File: src/rtl/segsum_pkg.sv
package segsum_pkg;

   // Width of a counter that must reach n-1, never below one bit.
   function automatic int cnt_width(input int n);
      return (n <= 1) ? 1 : $clog2(n);
   endfunction

endpackage

File: src/rtl/segsum_wrap_cnt.sv
module segsum_wrap_cnt #(
   parameter int LIMIT = 4
) (
   input  logic clk,
   input  logic rst,
   input  logic step,
   output logic at_zero,
   output logic at_last
);
   localparam int CW = segsum_pkg::cnt_width(LIMIT);

   generate
      if (LIMIT < 1) begin : g_bad_limit
         $error("segsum_wrap_cnt: LIMIT must be at least 1");
      end

      if (LIMIT == 1) begin : g_single
         // Every step is both the first and the last position.
         assign at_zero = 1'b1;
         assign at_last = 1'b1;
      end else begin : g_count
         logic [CW-1:0] pos_q;

         always_ff @(posedge clk) begin
            if (rst)
               pos_q <= '0;
            else if (step)
               pos_q <= at_last ? '0 : pos_q + 1'b1;
         end

         assign at_zero = (pos_q == '0);
         assign at_last = (pos_q == CW'(LIMIT - 1));
      end
   endgenerate

endmodule

File: src/rtl/segsum_accum.sv
module segsum_accum #(
   parameter int DIN_W = 16,
   parameter int ACC_W = 18
) (
   input  logic             clk,
   input  logic             rst,
   input  logic             load,
   input  logic             add,
   input  logic [DIN_W-1:0] din,
   output logic [ACC_W-1:0] acc
);
   generate
      if (ACC_W < DIN_W) begin : g_bad_width
         $error("segsum_accum: ACC_W narrower than DIN_W");
      end
   endgenerate

   logic [ACC_W-1:0] din_ext;
   assign din_ext = ACC_W'(din);

   always_ff @(posedge clk) begin
      if (rst)
         acc <= '0;
      else if (load)
         acc <= din_ext;
      else if (add)
         acc <= acc + din_ext;
   end

endmodule

File: src/rtl/segsum_out_slot.sv
module segsum_out_slot #(
   parameter int W = 18
) (
   input  logic         clk,
   input  logic         rst,
   input  logic         capture,
   input  logic [W-1:0] din,
   input  logic         take,
   output logic         free,
   output logic         valid,
   output logic [W-1:0] data
);
   assign free = !valid || take;

   always_ff @(posedge clk) begin
      if (rst) begin
         valid <= 1'b0;
         data  <= '0;
      end else if (capture) begin
         valid <= 1'b1;
         data  <= din;
      end else if (take) begin
         valid <= 1'b0;
      end
   end

endmodule

File: src/rtl/segsum_reducer.sv
module segsum_reducer #(
   parameter int DATA_W  = 16,
   parameter int IN_LEN  = 12,
   parameter int OUT_LEN = 3,
   localparam int SEG_LEN = IN_LEN / OUT_LEN,
   localparam int SUM_W   = DATA_W + $clog2(SEG_LEN)
) (
   input  logic              clk,
   input  logic              rst,
   input  logic [DATA_W-1:0] in_data,
   input  logic              in_valid,
   output logic              in_ready,
   output logic [SUM_W-1:0]  out_data,
   output logic              out_valid,
   input  logic              out_ready
);
   generate
      if (DATA_W < 1) begin : g_bad_data_w
         $error("segsum_reducer: DATA_W must be positive");
      end
      if (OUT_LEN < 1 || IN_LEN < OUT_LEN) begin : g_bad_lengths
         $error("segsum_reducer: need 1 <= OUT_LEN <= IN_LEN");
      end
      if ((IN_LEN % OUT_LEN) != 0) begin : g_bad_ratio
         $error("segsum_reducer: IN_LEN must be a multiple of OUT_LEN");
      end
   endgenerate

   logic             take_in;
   logic             run_start;
   logic             run_end_unused;
   logic             stream_start;
   logic             stream_end;
   logic             emit_mid;
   logic             flush_pend;
   logic             flush_fire;
   logic             slot_free;
   logic [SUM_W-1:0] acc;

   assign take_in  = in_valid && in_ready;
   assign in_ready = slot_free && !flush_pend;

   // Position inside the current run.
   segsum_wrap_cnt #(.LIMIT(SEG_LEN)) u_run_pos (
      .clk     (clk),
      .rst     (rst),
      .step    (take_in),
      .at_zero (run_start),
      .at_last (run_end_unused)
   );

   // Position inside the whole stream.
   segsum_wrap_cnt #(.LIMIT(IN_LEN)) u_stream_pos (
      .clk     (clk),
      .rst     (rst),
      .step    (take_in),
      .at_zero (stream_start),
      .at_last (stream_end)
   );

   segsum_accum #(.DIN_W(DATA_W), .ACC_W(SUM_W)) u_accum (
      .clk  (clk),
      .rst  (rst),
      .load (take_in && run_start),
      .add  (take_in && !run_start),
      .din  (in_data),
      .acc  (acc)
   );

   // A new run opening mid-stream releases the previous run's total.
   assign emit_mid   = take_in && run_start && !stream_start;
   assign flush_fire = flush_pend && slot_free;

   always_ff @(posedge clk) begin
      if (rst)
         flush_pend <= 1'b0;
      else if (take_in && stream_end)
         flush_pend <= 1'b1;
      else if (flush_fire)
         flush_pend <= 1'b0;
   end

   segsum_out_slot #(.W(SUM_W)) u_out (
      .clk     (clk),
      .rst     (rst),
      .capture (emit_mid || flush_fire),
      .din     (acc),
      .take    (out_ready),
      .free    (slot_free),
      .valid   (out_valid),
      .data    (out_data)
   );

endmodule

File: config.mk
export PLATFORM = sky130hd
export DESIGN_NAME = segsum_reducer
export DESIGN_NICKNAME = d
export VERILOG_FILES = /design/src/rtl/segsum_pkg.sv /design/src/rtl/segsum_wrap_cnt.sv /design/src/rtl/segsum_accum.sv /design/src/rtl/segsum_out_slot.sv /design/src/rtl/segsum_reducer.sv
export SDC_FILE = /design/constraint.sdc
export NUM_CORES = 1
export LEC_CHECK = 0
export ABC_AREA = 1
export BUFFER_PORTS_ARGS = -buffer_cell sky130_fd_sc_hd__clkbuf_2
export CAP_MARGIN = 20
export CORE_MARGIN = 1
export CORE_UTILIZATION = 60
export DETAILED_ROUTE_END_ITERATION = 8
export PLACE_DENSITY = 0.88
export SYNTH_ARGS = -nofsm -noshare
export SYNTH_HDL_FRONTEND = slang
export SYNTH_HIERARCHICAL = 1
export SYNTH_SLANG_ARGS = --single-unit
File: constraint.sdc
create_clock -name clk -period 4.98 [get_ports clk]
set_input_delay 0.498 -clock clk [delete_from_list [all_inputs] [get_ports clk]]
set_output_delay 0.498 -clock clk [all_outputs]
set_load 0.05 [all_outputs]
== Word level (Yosys, flattened, before mapping) ==
Index checks and enable logic that the tools add are counted.

* Flip-flop bits (word level): 44
* Bits of input ports: 20
* Logic and storage cells: 39

* Reductions and logical operators: 19
* Equality and inequality tests: 2
* Multiplexer cells: 8
* Add/sub/neg operators: 3

{| class="wikitable"
|+ Operators with widths
! operator !! count
|-
| 2-to-1 mux 16 bit || 2
|-
| adder 18 x 16 -> 18 bit || 1
|-
| logical AND 1 bit || 7
|-
| nonzero test 2 bit || 3
|-
| adder 4 x 1 -> 4 bit, second input constant || 1
|-
| == test 4 bit, second input constant || 1
|-
| zero test 1 bit || 4
|-
| zero test 4 bit || 1
|-
| 2-to-1 mux 1 bit || 4
|-
| 2-to-1 mux 4 bit || 1
|-
| adder 2 x 1 -> 2 bit, second input constant || 1
|-
| == test 2 bit, second input constant || 1
|-
| zero test 2 bit || 1
|-
| logical OR 1 bit || 2
|-
| 2-to-1 mux 2 bit || 1
|-
| OR reduction 2 bit || 1
|}

== Logic depth before layout (Yosys ltp) ==
Gate-level depths: netlist (run 1).

* Depth after elaboration: 8
* Depth in mapped cells: 13
* Depth with buffers taken out: 13

== Modules after synthesis ==
Netlist (run 1), hierarchy kept.

{| class="wikitable"
|+ Modules (own cells, without submodules)
! module !! times used !! area each (um2) !! cells each
|-
| segsum_accum || 1 || 1767.9 || 288
|-
| segsum_out_slot || 1 || 689.4 || 82
|-
| segsum_wrap_cnt at u_stream_pos || 1 || 217.7 || 32
|-
| segsum_wrap_cnt at u_run_pos || 1 || 116.4 || 16
|-
| segsum_reducer || 1 || 87.6 || 16
|}

== Least setup slack after synthesis (run 1) ==
OpenSTA, ideal clock, no wires.

* Kind: register -> register
* Start point: register u_out.valid
* End point: register u_accum.acc[2]
* Required time: 4.906 ns
* Buffers on the path: 0
* Setup slack: 2.673 ns
* Clock period less this slack: 2.307 ns
* Cell stages (with the launch flop): 12
* Data arrival time: 2.233 ns
* Path through: dfxtp_1 nand2_1 inv_2 nor2_2 nand2_2 nor2_1 inv_1 nor2_2 inv_1 a21oi_1 o21ai_0 a31oi_1

* Cells in the longest elaborated chain, start to end: 6
* Elaborated cells on any way between the ends: 8

{| class="wikitable"
|+ Ends and longest elaborated chain
! what !! line !! RTL
|-
| from (decl) || segsum_out_slot.sv:10 || <nowiki>output logic valid,</nowiki>
|-
| from (signal assigned) || segsum_out_slot.sv:17 || <nowiki>valid <= 1'b0;</nowiki>
|-
| from (signal assigned) || segsum_out_slot.sv:20 || <nowiki>valid <= 1'b1;</nowiki>
|-
| from (signal assigned) || segsum_out_slot.sv:23 || <nowiki>valid <= 1'b0;</nowiki>
|-
| zero test 1 bit (*) || segsum_out_slot.sv:13 || <nowiki>assign free = !valid || take;</nowiki>
|-
| logical OR 1 bit (*) || segsum_out_slot.sv:13 ||
|-
| named net slot_free || segsum_reducer.sv:37 || <nowiki>logic slot_free;</nowiki>
|-
| logical AND 1 bit (*) || segsum_reducer.sv:41 || <nowiki>assign in_ready = slot_free && !flush_pend;</nowiki>
|-
| named net in_ready || segsum_reducer.sv:12 || <nowiki>output logic in_ready,</nowiki>
|-
| logical AND 1 bit (*) || segsum_reducer.sv:40 || <nowiki>assign take_in = in_valid && in_ready;</nowiki>
|-
| logical AND 1 bit (on tied branches) || segsum_reducer.sv:64, segsum_reducer.sv:65 ||
|-
| 2-to-1 mux 16 bit / nonzero test 2 bit (equally long branches) || - ||
|-
| to (signal assigned) || segsum_accum.sv:25 || <nowiki>acc <= din_ext;</nowiki>
|-
| to (signal assigned) || segsum_accum.sv:27 || <nowiki>acc <= acc + din_ext;</nowiki>
|-
| to (decl) || segsum_accum.sv:10 || <nowiki>output logic [ACC_W-1:0] acc</nowiki>
|}

Mark *: on every way through the listed nets, which the timed path passes. The rest lies on a longest branch.
A chain may end at the register's enable or synchronous reset.

== Final worst setup path (run 1) ==
* Start point: register u_out.valid
* End point: register u_accum.acc[2]

* Cells in the longest elaborated chain, start to end: 6
* Elaborated cells on any way between the ends: 8

{| class="wikitable"
|+ Ends and longest elaborated chain
! what !! line
|-
| zero test 1 bit (*) || segsum_out_slot.sv:13
|-
| logical OR 1 bit (*) || segsum_out_slot.sv:13
|-
| named net slot_free || segsum_reducer.sv:37
|-
| logical AND 1 bit (*) || segsum_reducer.sv:41
|-
| logical AND 1 bit (*) || segsum_reducer.sv:40
|-
| logical AND 1 bit (on tied branches) || segsum_reducer.sv:64, segsum_reducer.sv:65
|-
| 2-to-1 mux 16 bit / nonzero test 2 bit (equally long branches) || -
|}

Marks and branches as above.

==> results of run 1 <==
[area by class of cell]
| cell class | count | area (sq um) |
|---|---|---|
| clock inverters | 3 | 42.5 |
| multi-input cells | 311 | 1630 |
| fillers | 408 | 1320 |
| repair buffers | 40 | 203 |
| well taps | 52 | 65.1 |
| flip-flops and latches | 44 | 881 |
| inverters | 69 | 267 |
| clock buffers | 5 | 68.8 |
[synthesized netlist by cell type, types with 2 or more instances]
cell      instances  area share
nor2_2            4      0.0087
nand3b_1          2      0.0052
a21oi_2           3      0.0091
buf_6             4       0.016
nand2_2           5       0.011
nand4_1           4      0.0087
inv_2             3      0.0039
xor2_1            3      0.0091
a22oi_1          12       0.031
nand2_1         111        0.14
nor3_1            2      0.0035
inv_1            65       0.085
nor2_1           60       0.078
a21oi_1          24       0.042
buf_2             2      0.0035
a31oi_1           3      0.0065
o21ai_1           3      0.0052
ha_1             20       0.087
dfxtp_1          44        0.31
nand3_1          22       0.038
o21ai_0          23       0.040
[layer usage]
layer	global-route usage	wire [um]
met5	0	0
met4	0.124	209
met3	0.0520	379
met2	0.476	3150
met1	0.314	2830
[flip-flops by register name (all words and copies together) (netlist names)]
signal                      cells
u_accum/acc                    18
u_stream_pos/g_count.pos_q      4
u_out/data                     18
u_out/valid                     1
u_run_pos/g_count.pos_q         2
flush_pend                      1
[worst max path at each step]
| stage | from | to | slack (ns) | depth (start not counted) |
|---|---|---|---|---|
| global placement | out_ready | u_accum/acc[8] | 2.53 | 13 |
| floorplan | u_out/valid | u_accum/acc[2] | 2.67 | 11 |
| detailed placement | out_ready | u_accum/acc[2] | 2.40 | 13 |
| CTS | u_out/valid | u_accum/acc[8] | 2.70 | 11 |
| global route | u_out/valid | u_accum/acc[8] | 2.44 | 11 |
| finish | u_out/valid | u_accum/acc[2] | 2.64 | 11 |
[through the flow]
step	utilization	cell area, sq um	hold slack [ns]
floorplan	-	2880	0.468
global placement	0.681	3050	0.468
detailed placement	0.681	3050	0.477
CTS	0.706	3160	0.459
global route	0.706	3160	0.473
finish	0.706	3160	0.467
[power by group]
group          internal, mW  switching, mW
combinational         0.104          0.228
sequential            0.384         0.0242
clock                 0.148          0.126
[worst max-delay path: stages, from the launching register on]
cell	delay [ns]
dfxtp_1	0.31
nand2_1	0.14
inv_2	0.06
nor2_2	0.13
nand2_2	0.08
nor2_1	0.35
inv_1	0.10
nor2_2	0.53
inv_1	0.19
a21oi_1	0.15
o21ai_0	0.09
a31oi_1	0.13
[cells by family (layout without fill, tap and decap cells)]
kind of cell               count (synthesis)  after routing
and+or+nand+nor                          216            216
buffers and inverters                     79            117
AOI/OAI and AO/OA                         70             70
DFF                                       44             44
adders and majority gates                 21             21
xor gates and xnor gates                   4              4
==> flow_summary.ini, run 1 <==
[status]
status = finished, violations left
violations = DRC

[layout]
final_nets = 512
drive_gt1_frac = 0.150
final_common_cell = nand2_1
antennaDiodeCount = 0
finalNonFillerCells = 524
mostFrequentLayoutCells = nand2_1, inv_1, nor2_1
synthToLayoutAreaGrowth_pct = 9.65

[yosys]
synth_cells = 434
avgSynthCellArea_sq_um = 6.63
synth_xor_area_frac = 0.0122
synthMuxAreaShare = 0
synth-edff-count = 0
ys_ff_latch = 44
ys.flop_type = dfxtp_1
synthAdderAreaFrac = 0.0939
syn_nets = 475
yosys.area_share.simple = 0.318
synth_area_sq_um = 2880
yosys_warnings = 6
synth_top_family_by_area = simple AND/OR/NAND/NOR gates
yosysSeqAreaShare = 0.306
async_flop_share = 0
synth_compound_area_frac = 0.142
ys_types = 36

[die]
die_height_um = 71.3
dieArea_sq_um = 5080
initial_core_util = 0.643
die_w_um = 71.3
io_pins = 40
design.core.area_sq_um = 4470
row_count = 24

[timing]
fmax_ghz = 0.428
drv_slew = 0
rsz0062_at_grt = no
finalHoldViolations = 0
tightest_slew_ns = 0.716
fin_setup_tns_ns = 0
period_minus_slack_ns = 2.34
relSlewSlack = 0.522
postLayoutSetupSlackWorst_ns = 2.64
period_share = 0.469
finalSetupViolCount = 0
fin_skew_ns = 0.0123

[route]
wire_per_inst_um = 12.5
vias_per_cell = 5.32
drc = 2
first_pass_iters = 6
antenna_left = 0
vias = 2786
drt-total-wl_um = 6560
drtIter0Drc = 161

[cts]
holdBufCountCts = 0
numCtsBuffers = 5
clk_pin_slew_ns = 0.09
cts_buffer_depth = 2
clk_latency_ns = 0.30
cts_setup_buffers = 0
cts_tree = done
clock_sinks = 44
h-tree-depth = 2
cts_resized = 0
cts-root-buf = clkbuf_8

[setup_path]
r2r-start = u_out/valid
r2r_end = u_accum/acc[2]
arrival_ns = 2.57
startpoint_type = flip-flop
cp_max_fo = 13
rrSetupSlack_ns = 2.64
r2r_cells = 11
crit_path_end_kind = flip-flop
required_ns = 5.21
crit_type = reg -> reg

[min_path]
hold_path_end = u_accum/acc[2]
hp-class = in -> reg
hold_depth = 3
hold_start = in_data[2]

[run]
drv_cap = 0

[placement]
gp_congestion = 0.964
dp_hpwl_um = 4860
dp_slack_ns = 2.40
portBuffers = 39
dpl.cell_count = 516

[pwr]
ir_drop_uv = 222
power.total_mw = 1.01
p_leak_nw = 1.69
power_density_nw_per_um2 = 321

[grt]
gr-usage-all-layers = 0.269
grt_max_degree = 22
first_global_vias = 2577
overflow = 0
grt_antenna_before_repair = 0
grt_pass1_wl_um = 10800
Note: power is estimated with default switching activity, not from simulation.
==> run 2: changes to the inputs <==
- ABC_AREA: 1 -> 0
- CORE_UTILIZATION: 60 -> 52
- PLACE_DENSITY: 0.88 -> 0.82
- clock period: 4.98 -> 1.9 ns (I/O delays scaled with it)
==> run 2 against run 1 <==
Against the previous run:
- the flow finishes with violations (setup timing)
- routed wire length grew 7.5%
- power grew to 2.7 times the previous value
- global-route usage shrank 2.4 points
- area after synthesis shrank 4.3%
- synthesized cell count shrank 25%
- core utilization shrank 0.51 points
- non-clock buffer count grew 40
- fmax grew 18%
- die area grew 10%
- combinational power grew to 3.2 times the previous value
- sequential share of layout area shrank 2.9 points
- clock-buffer cell count is the same
- critical path type unchanged
- critical endpoint is now u_accum/acc[16]
- largest cell class unchanged
- highest routed layer unchanged
==> flow_summary.ini, run 2 <==
[setup_path]
endpoint = u_accum/acc[16]
cp_max_fo = 3
startpoint = u_accum/acc[0]
rrSetupSlack_ns = -0.07
arrival_ns = 2.19
r2r_cells = 10
startpoint_type = flip-flop
r2r-start = u_accum/acc[0]
crit_type = reg -> reg
crit_path_end_kind = flip-flop
required_ns = 2.12
r2r_end = u_accum/acc[16]

[cts]
cts_tree = done
cts-root-buf = clkbuf_8
clk_pin_slew_ns = 0.09
h-tree-depth = 2
clk_latency_ns = 0.31
clock_sinks = 44
cts_buffer_depth = 2
numCtsBuffers = 5

[yosys]
synth_area_leaders = dfxtp_1, ha_1, mux2i_1, nor2_1, a21oi_1
avgSynthCellArea_sq_um = 8.43
yosys_warnings = 6
synth_cells = 327
yosysSeqAreaShare = 0.320
yosys.area_share.simple = 0.200
ys_types = 54
ys.flop_type = dfxtp_1
syn_nets = 368
synth-edff-count = 0
synthDominantCellAreaShare = 0.320
synth.most_common_cell = nor2_1
synthAdderAreaFrac = 0.0980
synthMuxAreaShare = 0.0835
synth_area_sq_um = 2760
ys_ff_latch = 44
yosys.area.top_type = dfxtp_1
async_flop_share = 0
synth_compound_area_frac = 0.231
synth_top_family_by_area = compound AO/OA/AOI/OAI gates
synthTopCellsByCount = nor2_1, dfxtp_1, a21oi_1
synth_xor_area_frac = 0.0191

[layout]
fillers = 398
largest_registers = u_accum/acc: 18 flops, u_out/data: 18 flops, u_stream_pos/g_count.pos_q: 4 flops
mostFrequentLayoutCells = nor2_1, clkbuf_2, dfxtp_1, buf_4, a21oi_1
finalNonFillerCells = 472
final_common_cell = nor2_1
antennaDiodeCount = 0
drive_gt1_frac = 0.343
synthToLayoutAreaGrowth_pct = 29.8
final_nets = 442

[pwr]
p_leak_nw = 1.55
power_density_nw_per_um2 = 759
ir_drop_uv = 541
power.total_mw = 2.72

[die]
row_count = 26
design.core.area_sq_um = 5110
io_pins = 40
initial_core_util = 0.540
die_w_um = 74.8
dieArea_sq_um = 5600
die_height_um = 74.8

[placement]
dpl.cell_count = 459
gp_congestion = 0.896
portBuffers = 39
dp_hpwl_um = 4950

[route]
vias_per_cell = 5.85
antenna_left = 0
drc = 0
drt-total-wl_um = 7060
vias = 2763
first_pass_iters = 5
wire_per_inst_um = 14.9
drtIter0Drc = 170

[grt]
first_global_vias = 2466
grt_max_degree = 28
grt_antenna_before_repair = 0
overflow = 0
grt_pass1_wl_um = 10600
gr-usage-all-layers = 0.245

[timing]
postLayoutSetupSlackWorst_ns = -0.0727
tightest_slew_ns = 0.323
relSlewSlack = 0.781
finalHoldViolations = 0
finalSetupViolCount = 3
fmax_ghz = 0.507
fin_setup_tns_ns = -0.166
drv_slew = 0
fin_skew_ns = 0.0112
period_share = 1.04
period_minus_slack_ns = 1.97
rsz0062_at_grt = yes

[min_path]
hp-class = in -> reg

[status]
status = finished, violations left
violations = setup timing

[run]
drv_cap = 0
## run 2: cell types whose count changed in the layout (fill, tap and decap cells not counted), sizes merged, moves of 7 or more
cell / change
buf: +40
mux2i: +23
a22oi: -12
nand2: -103
o21a: +7
nand3: -21
inv: -53
and3: +7
o21ai: -10
nor2: -16
## run 2: layout make-up
type                       instances  area, sq um  area share
tap                               70         87.6      0.0245
sequential                        44          893       0.250
timing repair buffer              80          523       0.146
clock buffer                       5         68.8      0.0192
inverter                          16         62.6      0.0175
multi-input combinational        254         1920       0.538
clock inverter                     3         18.8     0.00525
## run 2: worst min path at each step
stage | startpoint | end | slack [ns] | cells past startpoint
2_1_floorplan | rst | flush_pend | 0.26 | 1
3_3_place_gp | rst | u_stream_pos/g_count.pos_q[3] | 0.42 | 2
3_5_place_dp | rst | u_stream_pos/g_count.pos_q[3] | 0.43 | 2
4_1_cts | rst | u_stream_pos/g_count.pos_q[3] | 0.1 | 2
5_1_grt | rst | u_stream_pos/g_count.pos_q[3] | 0.12 | 2
6_report | rst | u_stream_pos/g_count.pos_q[3] | 0.10 | 2
## run 2: worst max-delay path: stages (launching register included)
cell     delay (ns)
dfxtp_2        0.35
ha_4           0.13
inv_2          0.03
fa_2           0.35
nor2b_4        0.19
o31ai_4        0.10
a21oi_2        0.19
buf_4          0.15
o31ai_4        0.07
and3_1         0.17
o21a_1         0.16
## run 2: routing by layer
layer,vias to the layer above,routed length (um),track usage,share of wire
met4,0,94,0.0985,0.013
met2,105,3450,0.421,0.49
met1,1310,3100,0.296,0.44
met3,9,410,0.0576,0.058
li1,1339,-,-,-
met5,-,0,0,0
## run 2: metrics by stage
stage	cell area [sq um]	util	worst slack (ns)	hold slack [ns]
after detailed placement	3290	0.644	-0.0813	0.427
after global routing	3580	0.700	-0.248	0.118
after CTS	3400	0.665	-0.0702	0.0989
after floorplan	2800	-	-0.0607	0.259
final	3580	0.700	-0.0727	0.102
after global placement	3290	0.644	-0.0151	0.422
## run 2: power by group
part	total [mW]	switching, mW	internal (mW)
registers	1.04	0.0538	0.989
clock network	0.599	0.342	0.257
logic	1.07	0.586	0.489
total	2.72	0.982	1.73
## run 2: cells by family after synthesis
logic type / Yosys count
AO/OA/AOI/OAI: 97
XOR/XNOR: 6
adder cells (fa/ha/maj): 21
buffers and inverters: 29
flip-flops: 44
multiplexers: 23
AND/OR/NAND/NOR: 107
## run 2: timing repair
item / CTS / global route
endpoints found under the hold margin: 0 / 0
gates resized for setup: 6 / 34
pin swaps: 9 / 14
setup buffers: 1 / 4
hold buffers: 0 / 0
endpoints found under the setup margin: 9 / 13
==> run 3: changes to the inputs <==
- CORE_MARGIN: 1 -> not set
- CORE_UTILIZATION: 52 -> 60
- PLACE_DENSITY: 0.82 -> 0.88
- clock period: 1.9 -> 2.3 ns (I/O delays scaled with it)
==> run 3 against run 2 <==
Against the previous run:
- the run now ends clean
- core utilization is 1.4 points higher
- design area decreased by 12%
- register-to-register slack better by 0.20 ns
- highest routed layer unchanged
==> flow_summary.ini, run 3 (synthesized netlist as in run 2, its figures left out) <==
[pwr]
clkPwrFrac = 0.310
p_leak_nw = 1.38
power_frac_seq = 0.382
power.total_mw = 2.26
p_sw_frac = 0.324
ir_drop_uv = 480
switchingPower_mw = 0.731
combPwrFrac = 0.308
power_density_nw_per_um2 = 720
intPower_mw = 1.53

[layout]
mostFrequentLayoutCells = nor2_1, dfxtp_1, clkbuf_2
final_nets = 409
ff_latch_area_sq_um = 881
multiInputGateArea_sq_um = 1740
design_area_sq_um = 3130
final_core_util = 0.715
largest_registers = u_accum/acc: 18 flops, u_out/data: 18 flops, u_stream_pos/g_count.pos_q: 4 flops
drive_gt1_frac = 0.185
antennaDiodeCount = 0
fillers = 347
finalNonFillerCells = 420
final_common_cell = nor2_1
synthToLayoutAreaGrowth_pct = 13.7

[route]
drc = 0
wire_per_inst_um = 15.9
drtIter0Drc = 198
first_pass_iters = 5
vias = 2590
antenna_left = 0
drt-total-wl_um = 6680
vias_per_cell = 6.17

[timing]
finalSetupViolCount = 0
drv_slew = 0
period_share = 0.945
fmax_ghz = 0.460
finalHoldViolations = 0
tightest_slew_ns = 0.451
fin_skew_ns = 0.00445
relSlewSlack = 0.699
period_minus_slack_ns = 2.17

[die]
design.core.area_sq_um = 4380
io_pins = 40
initial_core_util = 0.629
row_count = 24
die_height_um = 69.8
die_w_um = 69.8
dieArea_sq_um = 4870

[placement]
gp_congestion = 0.967
dpl.cell_count = 413
portBuffers = 39
postPlaceCellArea_sq_um = 3000
dp_hpwl_um = 4730

[setup_path]
critPathBufInv = 1
crit_family = compound AO/OA/AOI/OAI gates
slowest_delay_ns = 0.39
required_ns = 2.51
cp_max_fo = 4
arrival_ns = 2.39
crit_path_frequent_cell = nor2b_4
crit_chain = ha_1, inv_1, fa_2, nor2b_4, o31ai_2, a21oi_2, or3_1, nor2b_4, o41ai_2
crit_type = reg -> reg
crit_slowest_cell = or3_1
crit_path_end_kind = flip-flop
startpoint_type = flip-flop

[status]
status = finished, final reports clean

[grt]
grt_max_degree = 45
grt_pass1_wl_um = 11100
grt_antenna_before_repair = 0
gr-usage-all-layers = 0.282
overflow = 0
first_global_vias = 2422

[cts]
numCtsBuffers = 5
holdBufCountCts = 0
cts_buffer_depth = 2
clk_pin_slew_ns = 0.08
h-tree-depth = 2
cts-root-buf = clkbuf_8
cts_tree = done
clock_sinks = 44
clk_latency_ns = 0.30

[run]
drv_cap = 0

[min_path]
hp-class = in -> reg
run 3: changes by cell type in the layout (fill, tap and decap cells not counted), sizes merged:
cell,previous run,this run
bufinv,0,2
buf,41,8
clkinv,3,0
run 3: power groups by stage:
stage          clock, mW  combinational [mW]  sequential [mW]
5_1_grt            0.738               0.762            0.867
3_5_place_dp           0               0.672            0.878
3_3_place_gp           0               0.652            0.876
2_1_floorplan          0               0.498            0.896
4_1_cts            0.710               0.682            0.861
6_report           0.700               0.694            0.862
run 3: final cells by class:
| class | count | share of cell area |
|---|---|---|
| clock buffer | 5 | 0.0220 |
| clock inverter | 2 | 0.0192 |
| inverter | 16 | 0.0192 |
| multi-input combinational | 254 | 0.556 |
| sequential | 44 | 0.281 |
| tap | 52 | 0.0208 |
| timing repair buffer | 47 | 0.0815 |
run 3: layer usage:
metal | GRT usage | part of all wire | vias up
met1 | 0.349 | 0.43 | 1200
met3 | 0.0494 | 0.060 | 22
met4 | 0.127 | 0.029 | 0
met2 | 0.478 | 0.48 | 106
met5 | 0 | 0 | -
li1 | - | - | 1262
run 3: metrics by stage:
| stage | hold WS (ns) | setup slack [ns] | TNS, ns |
|---|---|---|---|
| 2_1_floorplan | 0.299 | 0.0324 | 0 |
| 3_3_place_gp | 0.460 | 0.228 | 0 |
| 3_5_place_dp | 0.474 | 0.172 | 0 |
| 4_1_cts | 0.176 | 0.130 | 0 |
| 5_1_grt | 0.187 | -0.00122 | -0.00122 |
| 6_report | 0.181 | 0.127 | 0 |
run 3: final timing paths:
path         slack (ns)       startpoint               to  depth (start not counted)
min reg2reg        0.48  u_accum/acc[17]  u_accum/acc[17]                          2
max                0.13   u_accum/acc[0]  u_accum/acc[14]                          9
min                0.18       in_data[0]   u_accum/acc[0]                          3
max reg2reg        0.13   u_accum/acc[0]  u_accum/acc[14]                          9
run 3: worst min-delay path, delay by kind of cell:
family                 cells  cell delay, ns
AO/OA/AOI/OAI              1            0.06
buffers and inverters      1            0.09
AND/OR/NAND/NOR            1            0.07
run 3: what timing repair did:
action,CTS,global route
endpoints found under the setup margin,0,1
gates resized for setup,0,1
setup buffers,0,0
endpoints found under the hold margin,0,0
